[src/rtl/mxb_pkg.sv]
// Shared types for the multiplexed wide-bus demultiplexer.
// Assumes a 32-line bus whose header layout is fixed by the protocol.
package mxb_pkg;

    typedef enum logic [1:0] {
        ST_IDLE = 2'd0,
        ST_DATA = 2'd1,
        ST_SKIP = 2'd2
    } mxb_state_e;

    // Header as decoded from the lines during the address phase
    typedef struct packed {
        logic [3:0]  bsel;    // byte selects 3..0 (1..0 forced low in 16-bit)
        logic        size32;  // 1 = 32-bit transfer, 0 = 16-bit
        logic        burst;   // reserved bit, must be low
        logic        rnw;     // 1 = read
        logic [27:1] addr;    // bit 1 meaningful only in 16-bit mode
    } mxb_hdr_t;

endpackage

[src/rtl/mxb_hdr_capture.sv]
// Header decode and capture.
// Parses the address-phase lines into a header and holds it from the
// capture edge until a new capture. Assumes cap_en is a single-cycle pulse.
module mxb_hdr_capture
    import mxb_pkg::*;
(
    input  logic        clk,
    input  logic        rst_n,
    input  logic        cap_en,
    input  logic        rnw_i,
    input  logic [31:0] bus_i,
    output mxb_hdr_t    hdr_d,
    output mxb_hdr_t    hdr_q
);

    // Decode the current lines as a header
    always_comb begin
        hdr_d.size32     = bus_i[29];
        hdr_d.burst      = bus_i[28];
        hdr_d.rnw        = rnw_i;
        hdr_d.addr[27:2] = bus_i[27:2];
        if (bus_i[29]) begin
            hdr_d.bsel    = {bus_i[31], bus_i[30], bus_i[1], bus_i[0]};
            hdr_d.addr[1] = 1'b0;
        end else begin
            hdr_d.bsel    = {bus_i[31], bus_i[30], 2'b00};
            hdr_d.addr[1] = bus_i[1];
        end
    end

    // Hold the header captured at the phase edge
    always_ff @(posedge clk) begin
        if (!rst_n)      hdr_q <= '0;
        else if (cap_en) hdr_q <= hdr_d;
    end

endmodule

[src/rtl/mxb_lane_map.sv]
// Maps the held header onto byte lanes.
// Gives the storage byte write mask, the bus lane groups to drive, the word
// to write and the read value placed on the lines. In 16-bit mode the value
// travels on lines 31..16 and address bit 1 picks the word half.
module mxb_lane_map
    import mxb_pkg::*;
(
    input  mxb_hdr_t    hdr,
    input  logic [31:0] bus_i,
    input  logic [31:0] word_i,
    output logic [3:0]  wmask_o,
    output logic [3:0]  lane_o,
    output logic [31:0] wword_o,
    output logic [31:0] rbus_o
);

    // Select lanes, mask and data alignment for the transfer size
    always_comb begin
        if (hdr.size32) begin
            lane_o  = hdr.bsel;
            wmask_o = hdr.bsel;
            wword_o = bus_i;
            rbus_o  = word_i;
        end else begin
            lane_o  = {hdr.bsel[3:2], 2'b00};
            wmask_o = hdr.addr[1] ? {2'b00, hdr.bsel[3:2]} : {hdr.bsel[3:2], 2'b00};
            wword_o = {bus_i[31:16], bus_i[31:16]};
            rbus_o  = hdr.addr[1] ? {word_i[15:0], 16'h0000} : {word_i[31:16], 16'h0000};
        end
    end

endmodule

[src/rtl/mxb_word_bank.sv]
// Byte-writable bank of 32-bit words served by the demultiplexer.
// Asynchronous read, synchronous masked write, cleared by reset.
module mxb_word_bank #(
    parameter int DEPTH = 16,
    localparam int IW   = $clog2(DEPTH)
) (
    input  logic          clk,
    input  logic          rst_n,
    input  logic          we,
    input  logic [3:0]    wmask,
    input  logic [IW-1:0] idx,
    input  logic [31:0]   wdata,
    output logic [31:0]   rdata
);

    logic [31:0] mem [DEPTH];

    // Clear on reset, else write the enabled bytes
    always_ff @(posedge clk) begin
        if (!rst_n) begin
            for (int i = 0; i < DEPTH; i++) mem[i] <= '0;
        end else if (we) begin
            for (int b = 0; b < 4; b++)
                if (wmask[b]) mem[idx][8*b +: 8] <= wdata[8*b +: 8];
        end
    end

    assign rdata = mem[idx];

endmodule

[src/rtl/mxb_demux.sv]
// Peripheral-side demultiplexer for a 32-line multiplexed expansion bus.
// Captures the header when the phase line falls with the strobe low,
// decodes the window from base_i, serves the word bank and acknowledges
// ACK_DLY clocks after capture. Assumes bus inputs are synchronous to clk.
module mxb_demux
    import mxb_pkg::*;
#(
    parameter int DEPTH   = 16,
    parameter int ACK_DLY = 3,
    localparam int IW      = $clog2(DEPTH),
    localparam int WIN_LSB = 2 + IW,
    localparam int BASE_W  = 28 - WIN_LSB,
    localparam int CW      = $clog2(ACK_DLY + 1) + 1
) (
    input  logic              clk,
    input  logic              rst_n,
    input  logic [BASE_W-1:0] base_i,
    input  logic              wide_n_i,
    input  logic              mux_ph_i,
    input  logic              rnw_i,
    input  logic [31:0]       bus_i,
    output logic [31:0]       bus_o,
    output logic [31:0]       bus_oe_o,
    output logic              ack_n_o
);

    mxb_state_e      state;
    mxb_hdr_t        hdr_d, hdr_q;
    logic            mux_q;
    logic            start, hit, ack_r, ack_set, drive, bank_we;
    logic [CW-1:0]   cnt;
    logic [3:0]      wmask, lane;
    logic [31:0]     wword, word, rbus;

    // Remember the previous phase level for edge detection
    always_ff @(posedge clk) begin
        if (!rst_n) mux_q <= 1'b1;
        else        mux_q <= mux_ph_i;
    end

    assign start = mux_q && !mux_ph_i && !wide_n_i && (state == ST_IDLE);
    assign hit   = (hdr_d.addr[27:WIN_LSB] == base_i) && !hdr_d.burst;

    mxb_hdr_capture u_hdr (
        .clk    (clk),
        .rst_n  (rst_n),
        .cap_en (start),
        .rnw_i  (rnw_i),
        .bus_i  (bus_i),
        .hdr_d  (hdr_d),
        .hdr_q  (hdr_q)
    );

    // Cycle state: serve a hit, sit out a miss, return on strobe release
    always_ff @(posedge clk) begin
        if (!rst_n) begin
            state <= ST_IDLE;
        end else begin
            case (state)
                ST_IDLE: if (start) state <= hit ? ST_DATA : ST_SKIP;
                ST_DATA: if (wide_n_i) state <= ST_IDLE;
                ST_SKIP: if (wide_n_i) state <= ST_IDLE;
                default: state <= ST_IDLE;
            endcase
        end
    end

    // Count clocks of the data phase up to the acknowledge point
    always_ff @(posedge clk) begin
        if (!rst_n)                                              cnt <= '0;
        else if (start)                                          cnt <= '0;
        else if (state == ST_DATA && !wide_n_i && cnt != CW'(ACK_DLY)) cnt <= cnt + 1'b1;
    end

    assign ack_set = (state == ST_DATA) && !wide_n_i && !ack_r && (cnt == CW'(ACK_DLY - 1));

    // Hold the acknowledge until the strobe is released
    always_ff @(posedge clk) begin
        if (!rst_n)                               ack_r <= 1'b0;
        else if (state == ST_DATA && !wide_n_i)   ack_r <= ack_r | ack_set;
        else                                      ack_r <= 1'b0;
    end

    assign ack_n_o = !ack_r;
    assign bank_we = ack_set && !hdr_q.rnw;

    mxb_lane_map u_map (
        .hdr     (hdr_q),
        .bus_i   (bus_i),
        .word_i  (word),
        .wmask_o (wmask),
        .lane_o  (lane),
        .wword_o (wword),
        .rbus_o  (rbus)
    );

    mxb_word_bank #(.DEPTH(DEPTH)) u_bank (
        .clk   (clk),
        .rst_n (rst_n),
        .we    (bank_we),
        .wmask (wmask),
        .idx   (hdr_q.addr[WIN_LSB-1:2]),
        .wdata (wword),
        .rdata (word)
    );

    assign drive = (state == ST_DATA) && !wide_n_i && hdr_q.rnw;
    assign bus_o = rbus;

    generate
        for (genvar g = 0; g < 4; g++) begin : g_lane
            assign bus_oe_o[8*g +: 8] = {8{drive && lane[g]}};
        end
    endgenerate

endmodule

[config.mk]
export PLATFORM = sky130hd
export DESIGN_NAME = mxb_demux
export DESIGN_NICKNAME = d
export VERILOG_FILES = /design/src/rtl/mxb_pkg.sv /design/src/rtl/mxb_hdr_capture.sv /design/src/rtl/mxb_lane_map.sv /design/src/rtl/mxb_word_bank.sv /design/src/rtl/mxb_demux.sv
export SDC_FILE = /design/constraint.sdc
export NUM_CORES = 1
export LEC_CHECK = 0
export BUFFER_PORTS_ARGS = -buffer_cell sky130_fd_sc_hd__buf_2
export CORE_MARGIN = 2
export CORE_UTILIZATION = 45
export DETAILED_ROUTE_END_ITERATION = 8
export GPL_TIMING_DRIVEN = 0
export MAX_ROUTING_LAYER = met4
export PLACE_DENSITY = 0.6
export SETUP_SLACK_MARGIN = 0.02
export SYNTH_ARGS = -nofsm -noshare
export SYNTH_HDL_FRONTEND = slang
export SYNTH_SLANG_ARGS = --single-unit
[constraint.sdc]
create_clock -name clk -period 3.35 [get_ports clk]
set_input_delay 0.1675 -clock clk [delete_from_list [all_inputs] [get_ports clk]]
set_output_delay 0.1675 -clock clk [all_outputs]
set_load 0.01 [all_outputs]
==> summary.txt, run 1 <==
ys async rst share: 0%
Critical Path Start Type: flip-flop
post-layout min period: 3.25 ns
Placer Congestion: 0.914
sequential area share after synthesis: 63.1%
Worst setup EP type: output port
Hold Fails Final Rpt: 0
vias per inst: 5.69
RSZ-0062 raised after global routing: true
worst-path fanout max: 10
Yosys warning count: 0
# DRC: 0
Post-Route WL: 74,200 um
Setup Viol. Count Final: 0
total clock sinks: 534
Yosys reg bits: 534
first-pass GRT wire length: 108,000 um
Top Ports: 124
Post-synth EDFFs: 512
Crit Path Class: reg -> out
Synth area leader: edfxtp_1
initial core utilization: 45.5%
drt pass-1 iters: 5
syn nets: 1,948
clock root cell: clkbuf_16
wire per inst: 26.0 um
Clock Skew: 0.0177 ns
Max Slew Vio Count: 0
vias in the first global route: 16,500
most common cell in the netlist: edfxtp_1
main area contributors after synthesis: edfxtp_1, mux4_2, and2_1
largest net degree at the start of global routing: 20
FP Rows: 86
Fmax achieved: 308 MHz
Final Cell Area: 0.0288 mm2
Clock Tree Buf Depth: 3
Worst-Margin Slew: 1.30 ns
leakage: 9.78 nW
fraction of layout cells with a size suffix above 1: 18.4%
Hold WC Path Type: in -> reg
Netlist cell types: 42
Inserted Diodes: 0
final hold slack: 0.0336 ns
Synth Flop Type: edfxtp_1
Die Y: 240 um
Post-Synthesis Cells: 1,884
MaxCap Viol Count: 0
core area: 0.0551 mm2
Cell Area, Synth: 0.0251 mm2
status: complete, no violations
CTS tree: built
most frequent cells after synthesis: edfxtp_1, nor2_1, and2_1
Initial DRC Count: 1,914
clock slew at reported path FFs: 0.06 ns
TritonCTS Buffers: 55
Synth Area per Inst: 13.3 um2
DIE AREA: 0.0576 mm2
remaining global-route overflow: 0
DP HPWL: 54,500 um
CP required: 3.18 ns
I/O Buffers: 110
initial antenna violation count: 0
ANT nets after route: 0
Worst VDD drop: 0.455 mV
Yosys top cell area share: 61.3%
Tcrit/Tclk final: 96.9%
die width: 240 um
cell area after placement: 0.0266 mm2
worst-skew pair later-pin latency: 0.62 ns
# H-tree levels: 2
Setup Fix Bufs, Post-CTS: 0
Slew headroom: 12.7%
vias post-DR: 16,300
fin nets: 2,128
Arrival @ worst endpoint: 3.08 ns
P per Cell Area: 545 mW/mm2
all-layer global routing usage: 26.9%
synthesis-to-layout area growth: 15.1%
[through the flow]
stage / TNS (ns) / worst slack (ns) / total power [mW] / std cells / util [%]
final: 0 / 0.103 / 15.7 / 2857 / 52.4
after global routing: -0.0315 / -0.0247 / 16.1 / 2857 / 52.4
after CTS: -1.27 / -0.0826 / 15.7 / 2856 / 52.2
after detailed placement: -4.23 / -0.471 / 9.06 / 2743 / 48.2
after global placement: -5.64 / -0.539 / 9.03 / 2742 / 48.2
after floorplan: 0 / 1.03 / 8.50 / 1884 / -
[area by class of cell]
class                      instances  area (um2)
sequential                       534       15800
tap                              748         936
buffer                           157         832
inverter                           7        26.3
multi-input combinational       1185        8590
timing repair buffer             124         683
fill                            4769       26300
clock inverter                    38         508
clock buffer                      64        1450
[worst max-delay path, stage by stage (launching register included)]
cell     delay [ns]
dfxtp_1        0.30
buf_2          0.19
buf_6          0.22
buf_4          0.31
mux4_2         0.55
mux2i_2        0.37
mux2i_1        0.12
and2_1         0.23
buf_2          0.15
[worst paths after layout]
| kind | cells past startpoint | startpoint | endpoint | slack (ns) |
|---|---|---|---|---|
| max | 8 | flip-flop | bus_o[6] | 0.10 |
| max reg2reg | 6 | cnt[0] | u_bank.mem[6][22] | 0.19 |
| min | 3 | rst_n | u_hdr.hdr_q[33] | 0.03 |
| min reg2reg | 2 | u_hdr.hdr_q[31] | u_hdr.hdr_q[31] | 0.48 |
[what timing repair did]
action,CTS,global route
hold buffers,12,0
gates resized for setup,47,45
pin swaps,2,1
hold endpoints to repair,16,0
endpoints found under the setup margin,80,108
[sequential cells by signal, indices dropped and copies added, names as in the netlist, named ones only]
signal       cells
u_bank.mem     512
u_hdr.hdr_q     11
cnt              3
state            2
ack_r            1
mux_q            1
[where the power goes]
group	internal [mW]	switching, mW
logic	0.413	0.845
clock network	4.09	2.64
registers	7.62	0.0958
total	12.1	3.59
[cells in the final DEF (no fill, tap or decap), types with 38 or more instances in the layout]
master     synthesis  final
and2_1           274    274
buf_2             19    124
buf_4             36     38
clkbuf_1          94     87
clkbuf_16          0     57
edfxtp_1         512    512
mux2i_1          126    111
mux4_2            96     96
nand2_1          129    129
nor2_1           310    309
[cells by family after synthesis]
kind of cell	share of synthesized area, %
mux	13.7
flops	63.1
compound gates	2.82
simple gates	16.2
buf+inv	3.10
xor+xnor	0.804
fa+ha+maj	0.250
[metal layers]
layer | track usage (%) | vias up | wire [um]
met5 | - | - | 0
met4 | 8.98 | 0 | 2170
met3 | 4.03 | 127 | 5140
met2 | 44.3 | 673 | 37100
met1 | 34.4 | 8268 | 29800
li1 | - | 7193 | -
(Power assumes the default switching activity.)
==> inputs of run 2 (changes only) <==
- PLACE_DENSITY: 0.6 -> 0.62
- clock period: 3.35 -> 2.8 ns (I/O delays scaled with it)
==> summary.txt, run 2 (synthesized netlist as in run 1, its figures left out) <==
TritonCTS Buffers: 56 (was 55)
wire per inst: 26.5 um (was 26.0 um)
fraction of layout cells with a size suffix above 1: 26.8% (was 18.4%)
MaxCap Viol Count: 1 (was 0)
Top reg by flops: u_bank.mem (unchanged)
Inserted Diodes: 0 (unchanged)
Multi-input gate area: 0.00939 mm2 (was 0.00859 mm2)
Post-Route WL: 77,000 um (was 74,200 um)
failing checks: capacitance limit, slew limit, setup timing
drt pass-1 iters: 5 (unchanged)
DP HPWL: 54,500 um (about the same)
final hold slack: 0.0141 ns (was 0.0336 ns)
Hold WC Path Type: in -> reg (unchanged)
Hold Fails Final Rpt: 0 (unchanged)
Worst VDD drop: 0.472 mV (was 0.455 mV)
clock root cell: clkbuf_16 (unchanged)
Initial DRC Count: 1,691 (was 1,914)
clock slew at reported path FFs: 0.06 ns (about the same)
initial core utilization: 45.5% (unchanged)
Crit Path Class: reg -> out (unchanged)
DIE AREA: 0.0576 mm2 (unchanged)
most common cell after layout, fill and taps aside: edfxtp_1 (unchanged)
placed insts: 2,744 (was 2,743)
CTS tree: built (unchanged)
Fmax achieved: 341 MHz
post-layout min period: 2.93 ns
vias per inst: 5.74 (was 5.69)
storage element area: 0.0158 mm2 (about the same)
leakage: 10.4 nW (was 9.78 nW)
Top Ports: 124 (unchanged)
fillers: 4,622 (was 4,769)
P per Cell Area: 622 mW/mm2 (was 545 mW/mm2)
fin nets: 2,181 (was 2,128)
largest net degree at the start of global routing: 15 (was 20)
Placer Congestion: 0.895 (was 0.914)
Setup Viol. Count Final: 27 (was 0)
Arrival @ worst endpoint: 2.79 ns (was 3.08 ns)
ANT nets after route: 0 (unchanged)
Final Core Density: 55.7% (was 52.4%)
Worst-Margin Slew: 1.62 ns (was 1.30 ns)
cell area after placement: 0.0266 mm2 (about the same)
Clock Tree Buf Depth: 3 (unchanged)
CP required: 2.66 ns (was 3.18 ns)
Regs by FF count: u_bank.mem x512, u_hdr.hdr_q x11, cnt x3 (unchanged)
status: finished with violations (was complete, no violations)
most frequent cells in the layout: edfxtp_1, nor2_1, and2_1 (unchanged)
core area: 0.0551 mm2 (unchanged)
Max Slew Vio Count: 3 (was 0)
Place WS: -0.982 ns (was -0.471 ns)
I/O Buffers: 110 (unchanged)
max reg flops: 512 (unchanged)
worst-path fanout max: 6 (was 10)
Worst setup EP type: output port (unchanged)
vias post-DR: 16,700 (was 16,300)
first-pass GRT wire length: 111,000 um (was 108,000 um)
Clock Skew: 0.0207 ns (was 0.0177 ns)
synthesis-to-layout area growth: 22.3% (was 15.1%)
die width: 240 um (unchanged)
Critical Path Start Type: flip-flop (unchanged)
Tcrit/Tclk final: 105%
# H-tree levels: 2 (unchanged)
RSZ-0062 raised after global routing: true (unchanged)
Final Non-Filler Cells: 2,908 (was 2,857)
Slew headroom: -8.72% (was 12.7%)
initial antenna violation count: 0 (unchanged)
all-layer global routing usage: 27.7% (was 26.9%)
Final Cell Area: 0.0307 mm2 (was 0.0288 mm2)
worst-skew pair later-pin latency: 0.62 ns (about the same)
vias in the first global route: 16,900 (was 16,500)
Final Worst Setup Slack: -0.130 ns (was 0.103 ns)
FP Rows: 86 (unchanged)
total clock sinks: 534 (unchanged)
r2r setup slk: 0.08 ns (was 0.19 ns)
# DRC: 0 (unchanged)
Die Y: 240 um (unchanged)
remaining global-route overflow: 0 (unchanged)
[run 2: changes by cell type in the layout (fill, tap and decap cells not counted), moves of 18 or more]
cell	change
buf_12	+24
a22oi_1	-19
a22oi_2	+19
buf_6	+30
clkbuf_1	-18
nand2_1	-20
mux2i_4	+18
[run 2: final timing paths]
| check | endpoint | start | depth (start not counted) |
|---|---|---|---|
| worst min-delay path | u_bank.mem[13][13] | bus_i[13] | 3 |
| worst max register to register | u_bank.mem[7][22] | cnt[0] | 6 |
| worst max-delay path | bus_o[14] | flip-flop | 10 |
| worst min register to register | u_hdr.hdr_q[30] | u_hdr.hdr_q[30] | 2 |
[run 2: report_power, final]
part	switching [mW]	total, mW	internal [mW]
Clock	3.15	7.95	4.80
Sequential	0.120	9.23	9.11
Combinational	1.16	1.87	0.714
[run 2: routing by layer]
layer	wire length [um]	vias up	GRT usage, %
li1	-	7303	-
met2	38500	749	46.3
met4	3020	0	10.4
met3	6000	167	4.71
met1	29500	8483	34.0
met5	0	-	-
[run 2: timing repair]
action                                  4_1_cts  5_1_grt
endpoints found under the setup margin      614      503
hold endpoints to repair                     15        0
gates cloned                                  5        0
hold buffers                                 12        0
setup buffers                                38       16
gates resized for setup                     327       90
pin swaps                                    54       21
[run 2: critical path: stages (launching register included)]
cell and delay, ns:
dfxtp_2 0.32, buf_6 0.13, buf_12 0.15, buf_6 0.12, buf_12 0.13, buf_6 0.10
mux4_2 0.52, mux2i_4 0.23, mux2i_1 0.13, and2_1 0.18, buf_2 0.14
[run 2: final cells by class]
type / instances / area share, %
well taps: 748 / 3.05
repair buffers: 178 / 4.71
flip-flops and latches: 534 / 51.6
plain buffers: 155 / 3.63
multi-input cells: 1185 / 30.6
inverters: 7 / 0.0857
clock inverters: 38 / 1.59
clock buffers: 63 / 4.73
[run 2: metrics by stage]
step	setup TNS [ns]	total power, mW
2_1_floorplan	0	10.2
3_3_place_gp	-169.82	10.8
3_5_place_dp	-177.71	10.9
4_1_cts	-9.14	19.0
5_1_grt	-4.12	19.5
6_report	-1.75	19.1
==> inputs of run 3 (changes only) <==
- PLACE_DENSITY: 0.62 -> unset
==> summary.txt, run 3 (synthesized netlist as in run 1, its figures left out) <==
status: finished with violations (unchanged)
failing checks: setup timing (was capacitance limit, slew limit, setup timing)
Comb power frac: 9.6% (was 9.8%)
Setup TNS Final: -0.707 ns (was -1.75 ns)
Regs by FF count: u_bank.mem x512, u_hdr.hdr_q x11, cnt x3 (unchanged)
vias per inst: 5.71 (was 5.74)
Arrival @ worst endpoint: 2.78 ns (was 2.79 ns)
DP HPWL: 54,500 um (about the same)
RSZ-0062 raised after global routing: true (unchanged)
MaxCap Viol Count: 0 (was 1)
first-pass GRT wire length: 111,000 um (about the same)
CP max stage delay: 0.56 ns (was 0.52 ns)
die width: 240 um (unchanged)
largest net degree at the start of global routing: 15 (unchanged)
Hold Fails Final Rpt: 0 (unchanged)
Worst setup EP type: output port (unchanged)
Crit Path Class: reg -> out (unchanged)
Multi-input gate area: 0.00952 mm2 (was 0.00939 mm2)
Clock Skew: 0.0200 ns (was 0.0207 ns)
switching share of power: 23.3% (was 23.2%)
P per Cell Area: 622 mW/mm2 (about the same)
ANT nets after route: 0 (unchanged)
Worst path most repeated cell: buf_12 (was buf_6)
vias post-DR: 16,600 (was 16,700)
Worst VDD drop: 0.556 mV (was 0.472 mV)
# H-tree levels: 2 (unchanged)
Inserted Diodes: 0 (unchanged)
Top Ports: 124 (unchanged)
placed insts: 2,743 (was 2,744)
I/O Buffers: 110 (unchanged)
synthesis-to-layout area growth: 23.0% (was 22.3%)
cells along the critical path: buf_12, buf_12, buf_16, mux4_2, a32o_2, a211oi_4, nand2_1, buf_2 (was buf_6, buf_12, buf_6, buf_12, buf_6, mux4_2, mux2i_4, mux2i_1, and2_1, buf_2)
Tcrit/Tclk final: 104% (was 105%)
worst-path fanout max: 8 (was 6)
worst-skew pair later-pin latency: 0.62 ns (about the same)
# DRC: 0 (unchanged)
Final Cell Area: 0.0308 mm2 (was 0.0307 mm2)
drt pass-1 iters: 5 (unchanged)
FP Rows: 86 (unchanged)
initial antenna violation count: 1 (was 0)
internal power: 14.7 mW (was 14.6 mW)
Initial DRC Count: 1,815 (was 1,691)
post-layout min period: 2.92 ns (was 2.93 ns)
Fmax achieved: 343 MHz (was 341 MHz)
clock root cell: clkbuf_16 (unchanged)
Top reg by flops: u_bank.mem (unchanged)
Die Y: 240 um (unchanged)
core area: 0.0551 mm2 (unchanged)
fin nets: 2,180 (was 2,181)
remaining global-route overflow: 0 (unchanged)
total clock sinks: 534 (unchanged)
cell area after placement: 0.0266 mm2 (about the same)
all-layer global routing usage: 27.7% (about the same)
Final Non-Filler Cells: 2,909 (was 2,908)
wire per inst: 26.4 um (was 26.5 um)
Clock Tree Buf Depth: 3 (unchanged)
Sequential Power Share: 48.1% (was 48.5%)
Setup Viol. Count Final: 22 (was 27)
CTS tree: built (unchanged)
net switching power: 4.47 mW (was 4.43 mW)
vias in the first global route: 16,900 (about the same)
max reg flops: 512 (unchanged)
fraction of layout cells with a size suffix above 1: 27.7% (was 26.8%)
Critical Path Start Type: flip-flop (unchanged)
CP required: 2.66 ns (about the same)
Final Worst Setup Slack: -0.117 ns (was -0.130 ns)
Hold WC Path Type: in -> reg (unchanged)
Placer Congestion: 0.914 (was 0.895)
Worst-Margin Slew: 1.42 ns (was 1.62 ns)
DIE AREA: 0.0576 mm2 (unchanged)
Worst path slowest cell: mux4_2 (unchanged)
Final Core Density: 56.0% (was 55.7%)
Post-Route WL: 76,700 um (was 77,000 um)
Clock Power Share: 42.3% (was 41.7%)
initial core utilization: 45.5% (unchanged)
Max Slew Vio Count: 0 (was 3)
Slew headroom: 5.52% (was -8.72%)
clock slew at reported path FFs: 0.06 ns (about the same)
storage element area: 0.0158 mm2 (unchanged)
fillers: 4,568 (was 4,622)
most common cell after layout, fill and taps aside: edfxtp_1 (unchanged)
TritonCTS Buffers: 55 (was 56)
leakage: 10.5 nW (was 10.4 nW)
most frequent cells in the layout: edfxtp_1, nor2_1, and2_1 (unchanged)
run 3: final timing paths:
check | from | endpoint | slack (ns) | cells past startpoint
setup / recovery | flip-flop | bus_o[31] | -0.12 | 8
hold / removal | bus_i[13] | u_bank.mem[15][13] | 0.02 | 3
hold reg to reg | u_hdr.hdr_q[31] | u_hdr.hdr_q[31] | 0.49 | 2
setup reg to reg | cnt[0] | u_bank.mem[6][22] | -0.01 | 6
run 3: critical path, delay by kind of cell, from the launching register on:
family,cells,cell delay [ns]
mux,1,0.56
compound gates,2,0.50
buf+inv,4,0.61
simple gates,1,0.14
flops,1,0.34
run 3: timing repair:
action	4_1_cts	5_1_grt
cloned	8	2
buffers inserted	41	12
gates resized for setup	308	137
hold endpoints to repair	15	0
hold buffers	12	0
pin swaps	55	31
endpoints found under the setup margin	592	481
run 3: stage by stage:
stage | power (mW) | hold slack [ns] | setup slack, ns
floorplan | 10.2 | 0.241 | 0.475
global placement | 10.8 | 0.390 | -1.06
detailed placement | 10.8 | 0.397 | -0.993
CTS | 19.1 | 0.0319 | -0.262
global route | 19.6 | 0.0376 | -0.164
finish | 19.2 | 0.0240 | -0.117
run 3: layout make-up:
class	instances	area share, %
plain buffers	153	3.55
clock buffers	64	4.71
clock inverters	38	1.65
inverters	7	0.0852
multi-input cells	1185	30.9
flip-flops and latches	534	51.3
well taps	748	3.04
repair buffers	180	4.77
run 3: power by group through the flow:
stage                     combinational, mW  clock (mW)  sequential, mW
after floorplan                       0.830           0            9.34
after global placement                 1.42           0            9.38
after detailed placement               1.44           0            9.40
after CTS                              1.76        8.13            9.23
after global routing                   1.92        8.43            9.26
final                                  1.84        8.10            9.23
run 3: layer usage:
| layer | share of wire [%] | global-route usage (%) | vias to the layer above |
|---|---|---|---|
| li1 | - | - | 7314 |
| met1 | 39 | 34.7 | 8464 |
| met2 | 51 | 46.2 | 681 |
| met3 | 6.9 | 3.74 | 146 |
| met4 | 3.6 | 10.2 | 0 |
| met5 | 0 | - | - |
